[src/rtl/uart_fifo_pkg.sv]
package uart_fifo_pkg;

  typedef enum logic [1:0] {
    TRIG_1  = 2'b00,
    TRIG_4  = 2'b01,
    TRIG_8  = 2'b10,
    TRIG_14 = 2'b11
  } trig_sel_e;

  function automatic logic [3:0] trig_chars(input logic [1:0] sel);
    case (trig_sel_e'(sel))
      TRIG_1:  return 4'd1;
      TRIG_4:  return 4'd4;
      TRIG_8:  return 4'd8;
      default: return 4'd14;
    endcase
  endfunction

endpackage

[src/rtl/uart_fifo_buf.sv]
module uart_fifo_buf #(
  parameter int unsigned DEPTH = 16,
  parameter int unsigned WIDTH = 8,
  parameter int unsigned CW    = $clog2(DEPTH + 1)
) (
  input  logic             clk_i,
  input  logic             rst_ni,
  input  logic             flush_i,
  input  logic             push_i,
  input  logic [WIDTH-1:0] data_i,
  input  logic             pop_i,
  output logic [WIDTH-1:0] data_o,
  output logic [CW-1:0]    count_o,
  output logic             full_o,
  output logic             empty_o,
  output logic             ovr_o
);

  localparam int unsigned AW = (DEPTH > 1) ? $clog2(DEPTH) : 1;

  logic [WIDTH-1:0] mem_q [DEPTH];
  logic [AW-1:0]    wr_ptr_q, rd_ptr_q;
  logic [CW-1:0]    cnt_q;
  logic             pop_ok, push_ok;

  function automatic logic [AW-1:0] ptr_inc(input logic [AW-1:0] p);
    return (p == AW'(DEPTH - 1)) ? '0 : p + AW'(1);
  endfunction

  assign count_o = cnt_q;
  assign empty_o = (cnt_q == '0);
  assign full_o  = (cnt_q == CW'(DEPTH));
  assign pop_ok  = pop_i & ~empty_o;
  // a pop in the same cycle frees the slot being written
  assign push_ok = push_i & (~full_o | pop_ok);

  always_ff @(posedge clk_i) begin
    if (push_ok && !flush_i) mem_q[wr_ptr_q] <= data_i;
  end

  always_ff @(posedge clk_i or negedge rst_ni) begin
    if (!rst_ni) begin
      wr_ptr_q <= '0;
      rd_ptr_q <= '0;
      cnt_q    <= '0;
      ovr_o    <= 1'b0;
      data_o   <= '0;
    end else if (flush_i) begin
      wr_ptr_q <= '0;
      rd_ptr_q <= '0;
      cnt_q    <= '0;
      ovr_o    <= 1'b0;
    end else begin
      if (push_ok) wr_ptr_q <= ptr_inc(wr_ptr_q);
      if (pop_ok) begin
        rd_ptr_q <= ptr_inc(rd_ptr_q);
        data_o   <= mem_q[rd_ptr_q];
      end
      if (push_ok && !pop_ok)      cnt_q <= cnt_q + CW'(1);
      else if (pop_ok && !push_ok) cnt_q <= cnt_q - CW'(1);
      if (push_i && !push_ok) ovr_o <= 1'b1;
    end
  end

  AST_CNT_RANGE: assert property (@(posedge clk_i) disable iff (!rst_ni)
    cnt_q <= CW'(DEPTH));
  AST_FLUSH_EMPTY: assert property (@(posedge clk_i) disable iff (!rst_ni)
    flush_i |=> (empty_o && !ovr_o));
  AST_FULL_DROP: assert property (@(posedge clk_i) disable iff (!rst_ni)
    (full_o && push_i && !pop_i && !flush_i) |=> (full_o && ovr_o));
  AST_EMPTY_POP: assert property (@(posedge clk_i) disable iff (!rst_ni)
    (empty_o && pop_i && !flush_i) |=> $stable(data_o));
  AST_FULL_PASS: assert property (@(posedge clk_i) disable iff (!rst_ni)
    (full_o && push_i && pop_i && !flush_i) |=> (full_o && $stable(ovr_o)));

endmodule

[src/rtl/uart_rx_tout.sv]
module uart_rx_tout #(
  parameter int unsigned TOUT = 4
) (
  input  logic clk_i,
  input  logic rst_ni,
  input  logic clr_i,
  input  logic tick_i,
  input  logic arm_i,
  input  logic below_i,
  output logic irq_o
);

  localparam int unsigned TW = $clog2(TOUT + 1);

  logic [TW-1:0] cnt_q;

  always_ff @(posedge clk_i or negedge rst_ni) begin
    if (!rst_ni)                                   cnt_q <= '0;
    else if (clr_i)                                cnt_q <= '0;
    else if (tick_i && arm_i && cnt_q != TW'(TOUT)) cnt_q <= cnt_q + TW'(1);
  end

  assign irq_o = (cnt_q == TW'(TOUT)) & arm_i & below_i;

  AST_TOUT_CLR: assert property (@(posedge clk_i) disable iff (!rst_ni)
    clr_i |=> !irq_o);
  AST_TOUT_TICK: assert property (@(posedge clk_i) disable iff (!rst_ni)
    ($rose(irq_o) && $stable(below_i)) |-> $past(tick_i));

endmodule

[src/rtl/uart_dual_fifo_ctrl.sv]
module uart_dual_fifo_ctrl
  import uart_fifo_pkg::*;
#(
  parameter  int unsigned DEPTH      = 16,
  parameter  int unsigned WIDTH      = 8,
  parameter  int unsigned TOUT_CHARS = 4,
  localparam int unsigned CW         = $clog2(DEPTH + 1)
) (
  input  logic             clk_i,
  input  logic             rst_ni,
  input  logic             ctrl_we_i,
  input  logic             ctrl_fifo_en_i,
  input  logic [1:0]       ctrl_rx_lvl_i,
  input  logic [1:0]       ctrl_tx_lvl_i,
  input  logic             enh_we_i,
  input  logic             enh_en_i,
  input  logic             char_tick_i,
  input  logic             tx_push_i,
  input  logic [WIDTH-1:0] tx_data_i,
  input  logic             tx_pop_i,
  output logic [WIDTH-1:0] tx_data_o,
  input  logic             rx_push_i,
  input  logic [WIDTH-1:0] rx_data_i,
  input  logic             rx_pop_i,
  output logic [WIDTH-1:0] rx_data_o,
  output logic [CW-1:0]    tx_count_o,
  output logic             tx_full_o,
  output logic             tx_empty_o,
  output logic             tx_ovr_o,
  output logic [CW-1:0]    rx_count_o,
  output logic             rx_full_o,
  output logic             rx_empty_o,
  output logic             rx_ovr_o,
  output logic             rx_trig_irq_o,
  output logic             tx_trig_irq_o,
  output logic             rx_tout_irq_o
);

  localparam int unsigned NQ = 2; // 0: receive, 1: transmit

  logic       fifo_en_q, enh_q;
  logic [1:0] rx_lvl_q, tx_lvl_q;

  always_ff @(posedge clk_i or negedge rst_ni) begin
    if (!rst_ni) begin
      fifo_en_q <= 1'b0;
      rx_lvl_q  <= TRIG_1;
      tx_lvl_q  <= TRIG_1;
      enh_q     <= 1'b0;
    end else begin
      if (ctrl_we_i) begin
        fifo_en_q <= ctrl_fifo_en_i;
        rx_lvl_q  <= ctrl_rx_lvl_i;
        tx_lvl_q  <= ctrl_tx_lvl_i;
      end
      if (enh_we_i) enh_q <= enh_en_i;
    end
  end

  logic             q_push  [NQ];
  logic             q_pop   [NQ];
  logic [WIDTH-1:0] q_din   [NQ];
  logic [WIDTH-1:0] q_dout  [NQ];
  logic [CW-1:0]    q_cnt   [NQ];
  logic             q_full  [NQ];
  logic             q_empty [NQ];
  logic             q_ovr   [NQ];

  assign q_push[0] = rx_push_i & fifo_en_q;
  assign q_pop[0]  = rx_pop_i  & fifo_en_q;
  assign q_din[0]  = rx_data_i;
  assign q_push[1] = tx_push_i & fifo_en_q;
  assign q_pop[1]  = tx_pop_i  & fifo_en_q;
  assign q_din[1]  = tx_data_i;

  for (genvar g = 0; g < NQ; g++) begin : g_q
    uart_fifo_buf #(
      .DEPTH (DEPTH),
      .WIDTH (WIDTH),
      .CW    (CW)
    ) u_buf (
      .clk_i   (clk_i),
      .rst_ni  (rst_ni),
      .flush_i (~fifo_en_q),
      .push_i  (q_push[g]),
      .data_i  (q_din[g]),
      .pop_i   (q_pop[g]),
      .data_o  (q_dout[g]),
      .count_o (q_cnt[g]),
      .full_o  (q_full[g]),
      .empty_o (q_empty[g]),
      .ovr_o   (q_ovr[g])
    );
  end

  assign rx_data_o  = q_dout[0];
  assign rx_count_o = q_cnt[0];
  assign rx_full_o  = q_full[0];
  assign rx_empty_o = q_empty[0];
  assign rx_ovr_o   = q_ovr[0];
  assign tx_data_o  = q_dout[1];
  assign tx_count_o = q_cnt[1];
  assign tx_full_o  = q_full[1];
  assign tx_empty_o = q_empty[1];
  assign tx_ovr_o   = q_ovr[1];

  logic [CW-1:0] rx_thr, tx_thr;
  logic          tout_raw;

  assign rx_thr = CW'(trig_chars(rx_lvl_q));
  // stored transmit code is masked until enhanced mode is on
  assign tx_thr = enh_q ? CW'(trig_chars(tx_lvl_q)) : CW'(1);

  assign rx_trig_irq_o = fifo_en_q & (rx_count_o >= rx_thr);
  assign tx_trig_irq_o = fifo_en_q & (tx_count_o <  tx_thr);

  uart_rx_tout #(
    .TOUT (TOUT_CHARS)
  ) u_tout (
    .clk_i   (clk_i),
    .rst_ni  (rst_ni),
    .clr_i   (~fifo_en_q | rx_push_i | rx_pop_i),
    .tick_i  (char_tick_i),
    .arm_i   (~rx_empty_o),
    .below_i (rx_count_o < rx_thr),
    .irq_o   (tout_raw)
  );

  assign rx_tout_irq_o = fifo_en_q & tout_raw;

  AST_TX_DEFAULT: assert property (@(posedge clk_i) disable iff (!rst_ni)
    (fifo_en_q && !enh_q) |-> (tx_trig_irq_o == tx_empty_o));
  AST_RX_TRIG14: assert property (@(posedge clk_i) disable iff (!rst_ni)
    (rx_lvl_q == 2'b11 && rx_count_o < CW'(14)) |-> !rx_trig_irq_o);
  AST_OFF_QUIET: assert property (@(posedge clk_i) disable iff (!rst_ni)
    !fifo_en_q |-> !(rx_trig_irq_o || tx_trig_irq_o || rx_tout_irq_o));

endmodule

[config.mk]
export PLATFORM = sky130hd
export DESIGN_NAME = uart_dual_fifo_ctrl
export DESIGN_NICKNAME = d
export VERILOG_FILES = /design/src/rtl/uart_fifo_pkg.sv /design/src/rtl/uart_fifo_buf.sv /design/src/rtl/uart_rx_tout.sv /design/src/rtl/uart_dual_fifo_ctrl.sv
export SDC_FILE = /design/constraint.sdc
export NUM_CORES = 1
export LEC_CHECK = 0
export ABC_CLOCK_PERIOD_IN_PS = 3500
export BUFFER_PORTS_ARGS = -buffer_cell sky130_fd_sc_hd__buf_2
export CAP_MARGIN = 10
export CORE_ASPECT_RATIO = 1.25
export CORE_UTILIZATION = 50
export CTS_CLUSTER_DIAMETER = 30
export DETAILED_ROUTE_END_ITERATION = 8
export PLACE_DENSITY = 0.67
export SKIP_CTS_REPAIR_TIMING = 1
export SLEW_MARGIN = 20
export SYNTH_ARGS = -nofsm -noshare
export SYNTH_HDL_FRONTEND = slang
export SYNTH_SLANG_ARGS = --single-unit
[constraint.sdc]
create_clock -name clk_i -period 3.5 [get_ports clk_i]
set_input_delay 0.175 -clock clk_i [delete_from_list [all_inputs] [get_ports clk_i]]
set_output_delay 0.175 -clock clk_i [all_outputs]
set_load 0.05 [all_outputs]
==> metrics <==
final-report hold violation count=0; Setup CP Type=flip-flop to flip-flop; vias per std cell=about 5.7; CTS root buf=clkbuf_16; number of clock buffers inserted by TritonCTS=52; # clock sinks=approximately 300; antenna cells=0; Top Ports=66; TritonCTS clock tree=yes; largest net degree at the start of global routing=37; Synth top area share=a little under 60%; most common flop cell mapped by yosys=edfxtp_1; leading post-synthesis cells by cell area=edfxtp_1 59%, mux4_2 11%, dfrtp_1 10%, mux2i_1 3.1%, ha_1 2.6%; total standard cell area after synthesis=around 13,000 um2; number of levels in the clock H-tree=2; first drt pass iteration count=4; worst min-delay path class=primary input to flip-flop; Crit-path slowest cell=o41ai_1; Static Leakage=roughly 5.6 nW; setup violation total in the final timing report=0; Worst Setup EP=g_q[1].u_buf.count_o[4]; outcome=completed; fin cells=1,238; area inside the core boundary=between 20,000 and 30,000 um2; Mapped Nets=between 700 and 800; R2R Path End=g_q[1].u_buf.count_o[4]; global route overflow=0; PD cells=between 700 and 800 nW/um2; weighted congestion at the end of routability-driven global placement=a little over 0.8; final cell area excluding filler cells=15,700 um2; slack of the worst reg-to-reg path=around 350 ps; mean cell area of the mapped netlist=between 15 and 20 um2; commonest cells after routing, fill and taps aside=256 x edfxtp_1, 65 x buf_2, 64 x mux4_2; area enclosed by the die boundary=26,500 um2; starting density of the core=51.1%; Tot Pwr=about 12 mW; final period utilization=about nine tenths; Netlist cell types=64; critical path startpoint category=flip-flop; Worst-Skew Late Latency=between 500 and 600 ps; number of flops mapped to enable cells by yosys=256; post-synthesis sequential element count=between 300 and 400; clock period minus worst slack=approximately 3200 ps; Buf+Inv Stages, Crit Path=0; Critical Path Fanout Max=7; share of final-layout standard cells stronger than drive strength 1=a little under a third; path depth of the worst reg2reg path=7; wire length reported by the detailed router=~26,000 um; initial antenna violation count=0; number of nets with antenna violations after routing=0; total global routing track utilization=a little over 20%; Placed Cells incl. Taps=1,123; vertical die dimension=~180 um; Die Width=about 150 um; setup repair after global routing missed its margin=no; number of global-route vias before repair=7,552; Post-Synthesis Cells=~740; leading area contributor after synthesis=edfxtp_1; violation count after the first detailed-route iteration=around 380; Required @ worst endpoint=4000 ps; share of flip-flops with an asynchronous set or reset=between 10% and 20%; filler cell count in the final layout=1,768; total count of max-transition violations in the final report=0; post-layout net count=between 900 and 1k; maximum clock skew at final layout=between 20 and 25 ps; Max Freq=about 0.32 GHz; count of unresolved DRC violations after routing=0; Data arrival, critical path=around 3700 ps; number of cells on the critical path=7; dpl cell area=around 14,000 um2; Worst Tran Pin Value=1010 ps; number of cell rows=65; area growth from synthesis to layout=21.5%; number of max-cap violations=0; cell family with the largest share of critical-path delay=compound AO/OA/AOI/OAI gates; start point of the critical path=g_q[1].u_buf.count_o[1]; warning count from the yosys run=0; fraction of the yosys area taken by sequential cells=69.7%; input/output buffers=65; HPWL after detailed placement=16,900 um; setup_tns=0 ps; maximum clock path buffer count=3; launch instance of the worst register-to-register path=g_q[1].u_buf.count_o[1]; final routed wire length divided by cell count=21.1 um; CP max stage delay=640 ps; worst-path cell chain=o41ai_1 -> o2111ai_1 -> fa_1 -> a21o_1 -> a2111oi_0 -> a31o_2 -> o31a_1; most common cell after layout, fill and taps aside=edfxtp_1; critical path capture point type=flip-flop; wire length of the first global-routing pass=roughly 41,000 um; worst voltage drop across the vdd grid=0.735 mV; slew margin rel.=between 30% and 40%; vias after detailed routing=between 7k and 8k; clock slew at the register clock pins of the worst setup and hold paths=about 50 ps
-- final cells by class --
type,count,area (um2),share of cell area (%)
multi-input cells,366,3670,23.4
clock inverters,43,472,3.00
inverters,18,67.6,0.430
flip-flops and latches,309,9020,57.4
clock buffers,55,1330,8.49
repair buffers,112,733,4.67
well taps,335,419,2.67
-- power by group --
group / internal [mW] / switching (mW) / leakage [nW]
Combinational: 0.980 / 1.58 / 1.70
Sequential: 4.17 / 0.252 / 2.99
Clock: 3.22 / 1.90 / 0.881
-- how the worst min path moves through the flow --
stage               slack [ps]                         to  cells past startpoint    startpoint
finish                       2   g_q[1].u_buf.mem_q[1][5]                      1  tx_data_i[5]
global route                 2  g_q[1].u_buf.mem_q[15][5]                      1  tx_data_i[5]
CTS                       -330     g_q[0].u_buf.data_o[0]                      1        rst_ni
detailed placement         250                rx_lvl_q[1]                      1        rst_ni
global placement           240                rx_lvl_q[0]                      1        rst_ni
floorplan                 -120                      enh_q                      0        rst_ni
-- synthesized netlist by cell type, drive strengths merged (3+ instances only) --
library cell / count
mux2i: 40
ha: 27
xor2: 5
mux2: 7
nand2b: 5
nand3: 12
o2111ai: 6
dfrtp: 53
buf: 21
o21ai: 10
or2: 4
a21oi: 15
o211ai: 7
edfxtp: 256
nand2: 44
nor2: 45
xnor2: 3
clkbuf: 21
mux4: 64
a21o: 5
nor3: 11
o221ai: 16
inv: 18
-- metal layers --
layer | vias up | track usage (%) | wire (um)
met5 | - | 0 | 0
met4 | 0 | 7.45 | 651
met3 | 58 | 3.72 | 975
met2 | 179 | 38.1 | 14500
met1 | 3618 | 23.3 | 10000
li1 | 3199 | - | -
-- state kept, by name, indices dropped and copies added (netlist names), 3 cells and up --
register,flops
g_q.u_buf.rd_ptr_q,8
u_tout.cnt_q,3
g_q.u_buf.data_o,16
g_q.u_buf.count_o,10
g_q.u_buf.mem_q,256
g_q.u_buf.wr_ptr_q,8
-- stage by stage --
stage | util, % | setup slack, ps | hold slack, ps
finish | 62.1 | 349 | 1.62
global placement | 54.3 | 521 | 236
global route | 62.1 | 124 | 2.45
floorplan | - | 143 | -121
CTS | 61.4 | 387 | -331
detailed placement | 54.3 | 391 | 248
-- kinds of logic (layout without fill, tap and decap cells) --
logic type,after synthesis,after routing,share of synthesized area (%)
DFF,309,309,69.7
and+or+nand+nor,136,136,4.91
muxes,111,111,14.8
AOI/OAI and AO/OA,82,82,5.13
buffers and inverters,60,228,1.95
adders and majority gates,29,29,2.92
xor gates and xnor gates,8,8,0.542
(Power assumes the default switching activity.)
